`src/rtl/tmr_pkg.sv`:
```
package tmr_pkg;
   typedef enum logic [1:0] {
      MD_HOLD   = 2'b00,
      MD_CASC   = 2'b01,
      MD_RELOAD = 2'b10,
      MD_SPLIT  = 2'b11
   } tmr_mode_e;

   typedef struct packed {
      logic      gate_en;
      logic      sel_ext;
      tmr_mode_e mode;
   } unit_cfg_t;

   localparam int ADDR_W = 3;
   localparam logic [ADDR_W-1:0] A_LO0  = 3'd0;
   localparam logic [ADDR_W-1:0] A_HI0  = 3'd1;
   localparam logic [ADDR_W-1:0] A_LO1  = 3'd2;
   localparam logic [ADDR_W-1:0] A_HI1  = 3'd3;
   localparam logic [ADDR_W-1:0] A_MODE = 3'd4;
   localparam logic [ADDR_W-1:0] A_CTRL = 3'd5;
endpackage

```
`src/rtl/tmr_prescale.sv`:
```
module tmr_prescale #(
   parameter int DIV = 6
) (
   input  logic clk,
   input  logic rst_n,
   output logic tick_o
);
   localparam int PW = (DIV > 2) ? $clog2(DIV) : 1;
   localparam logic [PW-1:0] LAST = PW'(DIV - 1);

   if (DIV < 2) begin : g_bad_div
      $error("tmr_prescale: DIV must be at least 2");
   end

   logic [PW-1:0] cnt_q;

   always_ff @(posedge clk or negedge rst_n) begin
      if (!rst_n)             cnt_q <= '0;
      else if (cnt_q == LAST) cnt_q <= '0;
      else                    cnt_q <= cnt_q + PW'(1);
   end

   assign tick_o = (cnt_q == LAST);


   tick_gap_chk: assert property (@(posedge clk) disable iff (!rst_n)
      tick_o |=> !tick_o);
endmodule

```
`src/rtl/tmr_insync.sv`:
```
module tmr_insync #(
   parameter int N      = 2,
   parameter int STAGES = 2
) (
   input  logic         clk,
   input  logic         rst_n,
   input  logic [N-1:0] pin_i,
   output logic [N-1:0] lvl_o,
   output logic [N-1:0] fall_o
);
   if (STAGES < 2) begin : g_bad_stages
      $error("tmr_insync: STAGES must be at least 2");
   end

   for (genvar g = 0; g < N; g++) begin : g_pin
      logic [STAGES-1:0] sh_q;
      logic              prev_q;

      always_ff @(posedge clk or negedge rst_n) begin
         if (!rst_n) begin
            sh_q   <= '0;
            prev_q <= 1'b0;
         end else begin
            sh_q   <= {sh_q[STAGES-2:0], pin_i[g]};
            prev_q <= sh_q[STAGES-1];
         end
      end

      assign lvl_o[g]  = sh_q[STAGES-1];
      assign fall_o[g] = prev_q & ~sh_q[STAGES-1];


      fall_single_chk: assert property (@(posedge clk) disable iff (!rst_n)
         fall_o[g] |=> !fall_o[g]);
   end
endmodule

```
`src/rtl/tmr_unit.sv`:
```
module tmr_unit
   import tmr_pkg::*;
#(
   parameter int CW       = 8,
   parameter int SPLIT_OK = 0
) (
   input  logic          clk,
   input  logic          rst_n,
   input  unit_cfg_t     cfg_i,
   input  logic          run_i,
   input  logic          hi_run_i,
   input  logic          tick_i,
   input  logic          ext_fall_i,
   input  logic          gate_lvl_i,
   input  logic          wr_lo_i,
   input  logic          wr_hi_i,
   input  logic [CW-1:0] wr_data_i,
   output logic [CW-1:0] lo_o,
   output logic [CW-1:0] hi_o,
   output logic          ovf_o,
   output logic          hovf_o
);
   localparam int  W2       = 2 * CW;
   localparam bit  SPLIT_ON = (SPLIT_OK != 0);

   logic [CW-1:0] lo_q, hi_q, lo_n, hi_n;
   logic          src_ev, go, inc;

   assign src_ev = cfg_i.sel_ext ? ext_fall_i : tick_i;
   assign go     = run_i & (~cfg_i.gate_en | gate_lvl_i);
   assign inc    = go & src_ev;

   always_comb begin
      lo_n   = lo_q;
      hi_n   = hi_q;
      ovf_o  = 1'b0;
      hovf_o = 1'b0;
      case (cfg_i.mode)
         MD_CASC: begin
            if (inc) begin
               {hi_n, lo_n} = {hi_q, lo_q} + W2'(1);
               ovf_o        = &{hi_q, lo_q};
            end
         end
         MD_RELOAD: begin
            if (inc) begin
               if (&lo_q) begin
                  lo_n  = hi_q;
                  ovf_o = 1'b1;
               end else begin
                  lo_n  = lo_q + CW'(1);
               end
            end
         end
         MD_SPLIT: begin
            if (SPLIT_ON) begin
               if (inc) begin
                  lo_n  = lo_q + CW'(1);
                  ovf_o = &lo_q;
               end
               if (hi_run_i && tick_i) begin
                  hi_n   = hi_q + CW'(1);
                  hovf_o = &hi_q;
               end
            end
         end
         default: ;
      endcase
      if (wr_lo_i) lo_n = wr_data_i;
      if (wr_hi_i) hi_n = wr_data_i;
   end

   always_ff @(posedge clk or negedge rst_n) begin
      if (!rst_n) begin
         lo_q <= '0;
         hi_q <= '0;
      end else begin
         lo_q <= lo_n;
         hi_q <= hi_n;
      end
   end

   assign lo_o = lo_q;
   assign hi_o = hi_q;


   reload_fill_chk: assert property (@(posedge clk) disable iff (!rst_n)
      (cfg_i.mode == MD_RELOAD && inc && (&lo_q) && !wr_lo_i) |=> lo_q == $past(hi_q));

   hi_keep_chk: assert property (@(posedge clk) disable iff (!rst_n)
      (cfg_i.mode == MD_RELOAD && !wr_hi_i) |=> $stable(hi_q));

   idle_hold_chk: assert property (@(posedge clk) disable iff (!rst_n)
      (!run_i && !hi_run_i && !wr_lo_i && !wr_hi_i) |=> $stable({hi_q, lo_q}));

   wr_prio_chk: assert property (@(posedge clk) disable iff (!rst_n)
      wr_lo_i |=> lo_q == $past(wr_data_i));
endmodule

```
`src/rtl/tmr_pair.sv`:
```
module tmr_pair
   import tmr_pkg::*;
#(
   parameter int CW       = 8,
   parameter int PRESCALE = 6,
   parameter int SYNC_N   = 2
) (
   input  logic              clk,
   input  logic              rst_n,
   input  logic              wr_en,
   input  logic [ADDR_W-1:0] wr_addr,
   input  logic [CW-1:0]     wr_data,
   input  logic [ADDR_W-1:0] rd_addr,
   output logic [CW-1:0]     rd_data,
   input  logic [1:0]        cnt_pin,
   input  logic [1:0]        gate_pin,
   input  logic [1:0]        irq_ack,
   output logic [1:0]        irq
);
   localparam int UNITS = 2;

   if (CW < 8) begin : g_bad_cw
      $error("tmr_pair: CW must be at least 8");
   end

   logic              tick;
   logic [UNITS-1:0]  gate_lvl, cnt_fall;
   unit_cfg_t         cfg_q [UNITS];
   logic [UNITS-1:0]  run_q, flag_q, flag_set;
   logic [UNITS-1:0]  ovf, hovf;
   logic [CW-1:0]     lo [UNITS];
   logic [CW-1:0]     hi [UNITS];
   logic              split0;

   tmr_prescale #(.DIV(PRESCALE)) i_pre (
      .clk(clk), .rst_n(rst_n), .tick_o(tick)
   );

   tmr_insync #(.N(2 * UNITS), .STAGES(SYNC_N)) i_sync (
      .clk(clk), .rst_n(rst_n),
      .pin_i({gate_pin, cnt_pin}),
      .lvl_o({gate_lvl, cnt_lvl_unused_guard}),
      .fall_o({gate_fall_unused_guard, cnt_fall})
   );

   logic [UNITS-1:0] cnt_lvl_unused_guard, gate_fall_unused_guard;

   for (genvar u = 0; u < UNITS; u++) begin : g_unit
      tmr_unit #(.CW(CW), .SPLIT_OK(u == 0 ? 1 : 0)) i_unit (
         .clk(clk), .rst_n(rst_n),
         .cfg_i(cfg_q[u]),
         .run_i(run_q[u]),
         .hi_run_i(u == 0 ? run_q[1] : 1'b0),
         .tick_i(tick),
         .ext_fall_i(cnt_fall[u]),
         .gate_lvl_i(gate_lvl[u]),
         .wr_lo_i(wr_en && wr_addr == ADDR_W'(2 * u)),
         .wr_hi_i(wr_en && wr_addr == ADDR_W'(2 * u + 1)),
         .wr_data_i(wr_data),
         .lo_o(lo[u]),
         .hi_o(hi[u]),
         .ovf_o(ovf[u]),
         .hovf_o(hovf[u])
      );
   end

   assign split0      = (cfg_q[0].mode == MD_SPLIT);
   assign flag_set[0] = ovf[0];
   assign flag_set[1] = split0 ? hovf[0] : (ovf[1] | hovf[1]);

   always_ff @(posedge clk or negedge rst_n) begin
      if (!rst_n) begin
         cfg_q[0] <= '0;
         cfg_q[1] <= '0;
         run_q    <= '0;
         flag_q   <= '0;
      end else begin
         if (wr_en && wr_addr == A_MODE) begin
            cfg_q[0] <= unit_cfg_t'(wr_data[3:0]);
            cfg_q[1] <= unit_cfg_t'(wr_data[7:4]);
         end
         if (wr_en && wr_addr == A_CTRL) run_q <= wr_data[1:0];
         for (int u = 0; u < UNITS; u++) begin
            if (flag_set[u])     flag_q[u] <= 1'b1;
            else if (irq_ack[u]) flag_q[u] <= 1'b0;
         end
      end
   end

   assign irq = flag_q;

   always_comb begin
      rd_data = '0;
      case (rd_addr)
         A_LO0:   rd_data = lo[0];
         A_HI0:   rd_data = hi[0];
         A_LO1:   rd_data = lo[1];
         A_HI1:   rd_data = hi[1];
         A_MODE:  rd_data[7:0] = {cfg_q[1], cfg_q[0]};
         A_CTRL:  rd_data[7:0] = {2'b00, flag_q, 2'b00, run_q};
         default: rd_data = '0;
      endcase
   end


   ack_clear_chk: assert property (@(posedge clk) disable iff (!rst_n)
      (irq_ack[0] && !flag_set[0]) |=> !irq[0]);

   flag_hold_chk: assert property (@(posedge clk) disable iff (!rst_n)
      (irq[1] && !irq_ack[1]) |=> irq[1]);

   split_mute_chk: assert property (@(posedge clk) disable iff (!rst_n)
      (split0 && !hovf[0] && !irq[1]) |=> !irq[1]);
endmodule

```
`config.mk`:
```
export PLATFORM = sky130hd
export DESIGN_NAME = tmr_pair
export DESIGN_NICKNAME = d
export VERILOG_FILES = /design/src/rtl/tmr_pkg.sv /design/src/rtl/tmr_prescale.sv /design/src/rtl/tmr_insync.sv /design/src/rtl/tmr_unit.sv /design/src/rtl/tmr_pair.sv
export SDC_FILE = /design/constraint.sdc
export NUM_CORES = 1
export LEC_CHECK = 0
export ABC_AREA = 1
export BUFFER_PORTS_ARGS = -buffer_cell sky130_fd_sc_hd__buf_2
export CELL_PAD_IN_SITES_DETAIL_PLACEMENT = 1
export CELL_PAD_IN_SITES_GLOBAL_PLACEMENT = 1
export CORE_MARGIN = 3
export CORE_UTILIZATION = 44
export DETAILED_ROUTE_END_ITERATION = 10
export PLACE_DENSITY_LB_ADDON = 0.1
export SLEW_MARGIN = 15
export SYNTH_ARGS = -nofsm -noshare
export SYNTH_HDL_FRONTEND = slang
export SYNTH_HIERARCHICAL = 1
export SYNTH_SLANG_ARGS = --single-unit
```
`constraint.sdc`:
```
create_clock -name clk -period 2 [get_ports clk]
set_input_delay 0.2 -clock clk [delete_from_list [all_inputs] [get_ports clk]]
set_output_delay 0.2 -clock clk [all_outputs]
set_load 0.1 [all_outputs]
```
==> results of run 1 <==
[worst paths after layout]
kind | to | depth (start not counted)
worst max register to register | g_unit[0].i_unit/hi_o[5] | 7
worst max-delay path | rd_data[5] | 5
worst min-delay path | irq[1] | 2
max in group asynchronous | cfg_q[4] | 3
worst min register to register | i_sync/g_pin[1].sh_q[1] | 0
min in group asynchronous | irq[1] | 2
[worst max-delay path, delay by kind of cell (launching register included)]
family        cells  cell delay (ns)
buf+inv           1             0.43
simple gates      4             0.37
flops             1             0.53
[what timing repair did]
action	in CTS	in global routing
hold buffers	6	0
resized for setup	0	3
hold endpoints to repair	19	0
endpoints found under the setup margin	0	9
[routing by layer]
| layer | track usage [%] | vias to the layer above | part of all wire, % |
|---|---|---|---|
| met2 | 44.2 | 127 | 45 |
| met5 | 0 | - | 0 |
| met1 | 41.0 | 2179 | 48 |
| met3 | 5.22 | 17 | 5.5 |
| met4 | 7.59 | 0 | 1.7 |
| li1 | - | 2171 | - |
[final cells by class]
class / count / area (um2)
timing repair buffer: 49 / 303
fill: 1310 / 4500
clock buffer: 10 / 138
clock inverter: 6 / 90.1
tap: 129 / 161
inverter: 96 / 369
sequential: 57 / 1430
multi-input combinational: 486 / 2470
[flip-flops by register name (all words and copies together) (netlist names)]
signal / cells
g_unit.i_unit/hi_o: 16
cfg_q: 8
run_q: 2
g_unit.i_unit/lo_o: 16
i_pre/cnt_q: 3
i_sync/g_pin.sh_q: 8
irq: 2
i_sync/g_pin.prev_q: 2
[report_power, final]
group	leakage (nW)	internal (W)	total (W)	switching (W)
clock network	0.113	0.000739	0.00127	0.000533
registers	0.701	0.00146	0.00199	0.000526
logic	1.73	0.000686	0.00217	0.00148
total	2.55	0.00289	0.00543	0.00254
[metrics by stage]
stage	worst slack (ns)	hold WS (ns)	utilization (%)	area (um2)
4_1_cts	0.112	0.0165	52.3	4950
2_1_floorplan	0.232	-0.0956	-	4400
6_report	0.114	0.0310	52.4	4960
3_5_place_dp	0.143	0.156	49.3	4660
3_3_place_gp	0.236	0.152	49.3	4660
5_1_grt	0.00483	0.0350	52.4	4960
[layout by cell type (no fill, tap or decap), types with 2 or more instances in the layout]
cell             n
a21boi_0         2
a21oi_1          6
a21oi_2          4
buf_2           32
buf_4           11
bufinv_16        2
clkbuf_8        10
clkinv_2         2
dfrtp_1         54
dfrtp_2          3
dlygate4sd3_1    6
ha_1             8
inv_1           88
inv_2            5
inv_6            2
nand2_1        208
nand2_2         10
nand2_4          2
nand3_1         84
nand3_2          3
nand3_4          3
nand3b_1         4
nand4_1         27
nor2_1          61
nor2_2           4
nor2_4           4
nor2_8           3
nor3_1           6
o211ai_1         2
o21ai_0         12
o21ai_1          9
o21ai_2          2
o21bai_1         2
or2_2            6
xor2_1           4
==> reports/results.tsv, run 1 <==
stage	metric	value	unit
worst_setup_path	crit_top_cell	nand2_1	
worst_setup_path	cp-end-kind	primary output	
clock_tree	cts_tree	built	
routing	via_count	4494	
floorplanning	initial_utilization	46.5	%
pwr	powerDensity	1090	nW/um2
routing	dr.pass1.iters	5	
routing	dr.first_iter.drc_count	294	
flow_run	cap_violations	0	
yosys	syn_avg_cell_area	6.72	um2
global_route	gr-usage-all-layers	28.5	%
clock_tree	root_buffer	clkbuf_8	
yosys	synth_nets	686	
sta	fmax	530	MHz
clock_tree	clock-sinks	57	
yosys	ys_warn_count	6	
place	place_inst	811	
worst_setup_path	rrSetupSlack	0.14	ns
pwr	cellLeakagePower	2.55	nW
sta	max_slew.worst_pin.slew	0.681	ns
layout	fin_nets	731	
clock_tree	numCtsBuffers	9	
pwr	finalPower	0.00543	W
sta	maxSlewHeadroom	54.6	%
layout	diodes	0	
worst_setup_path	cpPeakStageDelay	0.53	ns
global_route	grt-ovfl-total	0	
global_route	grt_pass1_wl	24800	um
clock_tree	insertion_delay	0.36	ns
floorplanning	die_h	106	um
worst_setup_path	worst-path-max-fanout	6	
worst_setup_path	critPathKind	flip-flop to primary output	
floorplanning	die-area	11200	um2
floorplanning	ios	33	
routing	drt_wl_total	14900	um
sta	setup_viol	0	
global_route	grt_pass1_vias	4660	
yosys	netlist_area	4400	um2
sta	maxSlewViolCount	0	
place	portBuffers	32	
sta	grt_setup_unrepaired	false	
routing	ant_nets	0	
pwr	ir_worst_vdd	0.000713	V
global_route	grt_max_degree	24	
layout	syn_to_final_growth	12.7	%
routing	vias_per_cell	5.39	
run_status	status	finished clean	
hold_path	hp-class	input port to flip-flop	
floorplanning	dieWidth	106	um
routing	wl_per_cell	17.9	um
clock_tree	clk_path_buf_depth	2	
global_route	antenna_found_initial	0	
sta	period_needed	1.89	ns
worst_setup_path	cp_cell_sequence	nand4_1 -> nand2_1 -> nor2_1 -> nand2_1 -> buf_2	
sta	hold_viol_final	0	
clock_tree	post-cts-setup-buffer-count	0	
worst_setup_path	arrival	1.69	ns
sta	fin_tns_setup	0	ns
layout	drive_above_1_share	16.5	%
worst_setup_path	worst_ep_required_time	1.80	ns
yosys	syn_inst	654	
place	gp_congestion	0.966	
sta	finalCritPeriodShare	94.3	%
worst_setup_path	setup.worst_path.start_class	flip-flop	
routing	drc	0	
clock_tree	htree_levels	3	
sta	skew	0.0129	ns
floorplanning	core_area	9460	um2
worst_setup_path	slowest_stage	dfrtp_1	
worst_setup_path	r2r_start	cfg_q[4]	
hold_path	hp-start	irq_ack[1]	
layout	final_cells	833	
worst_setup_path	crit_start	g_unit[1].i_unit/hi_o[5]	
place	place_hpwl	11600	um
floorplanning	num_rows	35	
clock_tree	path_clk_slew	0.07	ns
Power figures use the tool's default switching activity.
==> inputs of run 2 (changes only) <==
Settings changed: CELL_PAD_IN_SITES_GLOBAL_PLACEMENT 1 to 2, CORE_UTILIZATION 44 to 34, SLEW_MARGIN 15 to not set.
==> run 2 against run 1 <==
Effect of this change:
- design area rose by 5.0%
- utilization fell by 10 points
- via count fell by 2.0%
- wire length rose by 5.7%
- sequential share of layout area fell by 1.4 points
- critical endpoint is now irq[1]
==> reports/results.tsv, run 2 (same netlist as run 1, synthesis figures left out) <==
stage	metric	value	unit	change
run_status	status	finished clean		unchanged
clock_tree	htree_levels	3		unchanged
sta	maxSlewHeadroom	53.1	%	was 54.6%
floorplanning	dieWidth	120	um	was 106 um
sta	grt_setup_unrepaired	false		unchanged
routing	ant_nets	0		unchanged
clock_tree	numCtsBuffers	9		unchanged
pwr	powerDensity	1170	nW/um2	was 1090 nW/um2
place	portBuffers	32		unchanged
global_route	antenna_found_initial	0		unchanged
sta	setup_viol	0		unchanged
pwr	finalPower	0.00607	W	was 0.00543 W
worst_setup_path	cp_cell_sequence	ha_1 -> inv_1 -> nor3_2 -> nand3_1 -> nor2_1 -> nand3_1 -> o211ai_1		was nand4_1 -> nand2_1 -> nor2_1 -> nand2_1 -> buf_2
clock_tree	clock-sinks	57		unchanged
layout	nFillCells	1650		was 1310
routing	via_count	4406		was 4494
routing	drt_wl_total	15800	um	was 14900 um
sta	fin_tns_setup	0	ns	unchanged
worst_setup_path	crit_family	simple AND/OR/NAND/NOR gates		was flip-flops
worst_setup_path	cp-end-kind	flip-flop		was primary output
layout	diodes	0		unchanged
routing	wl_per_cell	18.0	um	was 17.9 um
routing	drc	0		unchanged
layout	final_common_cell	nand2_1		unchanged
floorplanning	ios	33		unchanged
flow_run	cap_violations	0		unchanged
sta	hold_viol_final	0		unchanged
worst_setup_path	arrival	2.14	ns	was 1.69 ns
global_route	gr-usage-all-layers	22.9	%	was 28.5%
floorplanning	die-area	14300	um2	was 11200 um2
sta	maxSlewViolCount	0		unchanged
worst_setup_path	crit_buf_inv	1		unchanged
worst_setup_path	crit_top_cell	nand3_1		was nand2_1
pwr	cellLeakagePower	2.62	nW	was 2.55 nW
layout	fin_nets	732		was 731
clock_tree	cts_tree	built		unchanged
place	place_hpwl	12100	um	was 11600 um
layout	final_cell_mix	208 x nand2_1, 88 x inv_1, 84 x nand3_1, 61 x nor2_1, 54 x dfrtp_1		unchanged
clock_tree	path_clk_slew	0.06	ns	was 0.07 ns
global_route	grt_max_degree	26		was 24
floorplanning	initial_utilization	35.7	%	was 46.5%
floorplanning	core_area	12300	um2	was 9460 um2
worst_setup_path	critPathKind	flip-flop to flip-flop		was flip-flop to primary output
global_route	grt_pass1_vias	4343		was 4660
global_route	grt_pass1_wl	24900	um	was 24800 um
sta	skew	0.00881	ns	was 0.0129 ns
layout	drive_above_1_share	16.9	%	was 16.5%
worst_setup_path	cpPeakStageDelay	0.53	ns	about the same
clock_tree	clk_path_buf_depth	2		unchanged
routing	vias_per_cell	5.05		was 5.39
sta	finalCritPeriodShare	94.2	%	was 94.3%
worst_setup_path	slowest_stage	dfrtp_1		unchanged
clock_tree	insertion_delay	0.34	ns	was 0.36 ns
worst_setup_path	setup.worst_path.start_class	flip-flop		unchanged
hold_path	hp-class	input port to flip-flop		unchanged
sta	max_slew.worst_pin.slew	0.703	ns	was 0.681 ns
floorplanning	die_h	120	um	was 106 um
pwr	ir_worst_vdd	0.000656	V	was 0.000713 V
clock_tree	post-cts-setup-buffer-count	0		unchanged
floorplanning	num_rows	40		was 35
global_route	grt-ovfl-total	0		unchanged
routing	dr.pass1.iters	5		unchanged
place	gp_congestion	0.889		was 0.966
routing	dr.first_iter.drc_count	277		was 294
clock_tree	root_buffer	clkbuf_16		was clkbuf_8
sta	period_needed	1.88	ns	was 1.89 ns
worst_setup_path	worst_ep_required_time	2.25	ns	was 1.80 ns
worst_setup_path	worst-path-max-fanout	5		was 6
sta	fmax	531	MHz	was 530 MHz
layout	syn_to_final_growth	18.4	%	was 12.7%
[run 2: changes by cell type in the layout (fill, tap and decap cells not counted)]
cell,delta
clkinvlp_4,+1
bufinv_16,+1
buf_12,+5
buf_4,+1
clkbuf_8,-10
dlygate4sd3_1,-1
inv_6,-1
buf_2,-4
clkbuf_16,+9
a21oi_2,+1
a21oi_1,-1
[run 2: power breakdown]
part	switching (W)	internal [W]
combinational	0.00149	0.000755
sequential	0.000523	0.00146
clock	0.000615	0.00122
[run 2: area by class of cell]
| class | count | area, um2 | area share (%) |
|---|---|---|---|
| clock buffer | 9 | 225 | 4.33 |
| inverter | 96 | 369 | 7.09 |
| tap | 168 | 210 | 4.04 |
| clock inverter | 7 | 119 | 2.28 |
| multi-input combinational | 486 | 2470 | 47.5 |
| sequential | 57 | 1430 | 27.5 |
| timing repair buffer | 50 | 380 | 7.31 |
[run 2: worst paths after layout]
kind	depth (start not counted)	slack, ns	start	end
min	2	0.04	irq_ack[0]	irq[0]
max in group asynchronous	3	0.88	rst_n	g_unit[0].i_unit/lo_o[7]
min in group asynchronous	2	0.46	rst_n	i_pre/cnt_q[0]
min reg2reg	0	0.35	i_sync/g_pin[1].sh_q[0]	i_sync/g_pin[1].sh_q[1]
max	7	0.12	g_unit[0].i_unit/hi_o[0]	irq[1]
max reg2reg	7	0.12	g_unit[0].i_unit/hi_o[0]	irq[1]
[run 2: what timing repair did]
action	4_1_cts	5_1_grt
hold buffers	5	0
pin swaps	0	0
endpoints found under the hold margin	27	0
endpoints found under the setup margin	1	10
gates resized for setup	1	3
[run 2: per-stage QoR]
stage	hold slack [ns]	utilization (%)	worst slack, ns	instances	area, um2
final	0.0405	42.3	0.116	873	5200
after global routing	0.0423	42.3	0.00964	873	5200
after CTS	0.0355	42.2	0.116	873	5200
after detailed placement	0.295	39.0	0.0256	852	4800
after global placement	0.284	39.0	0.0133	852	4800
after floorplan	-0.0956	-	0.232	654	4400
[run 2: routing by layer]
metal | global-route usage [%] | vias to the layer above | routed length (um)
li1 | - | 2178 | -
met1 | 35.6 | 2143 | 8200
met2 | 32.7 | 75 | 6710
met3 | 4.43 | 10 | 708
met4 | 4.80 | 0 | 130
met5 | 0 | - | 0
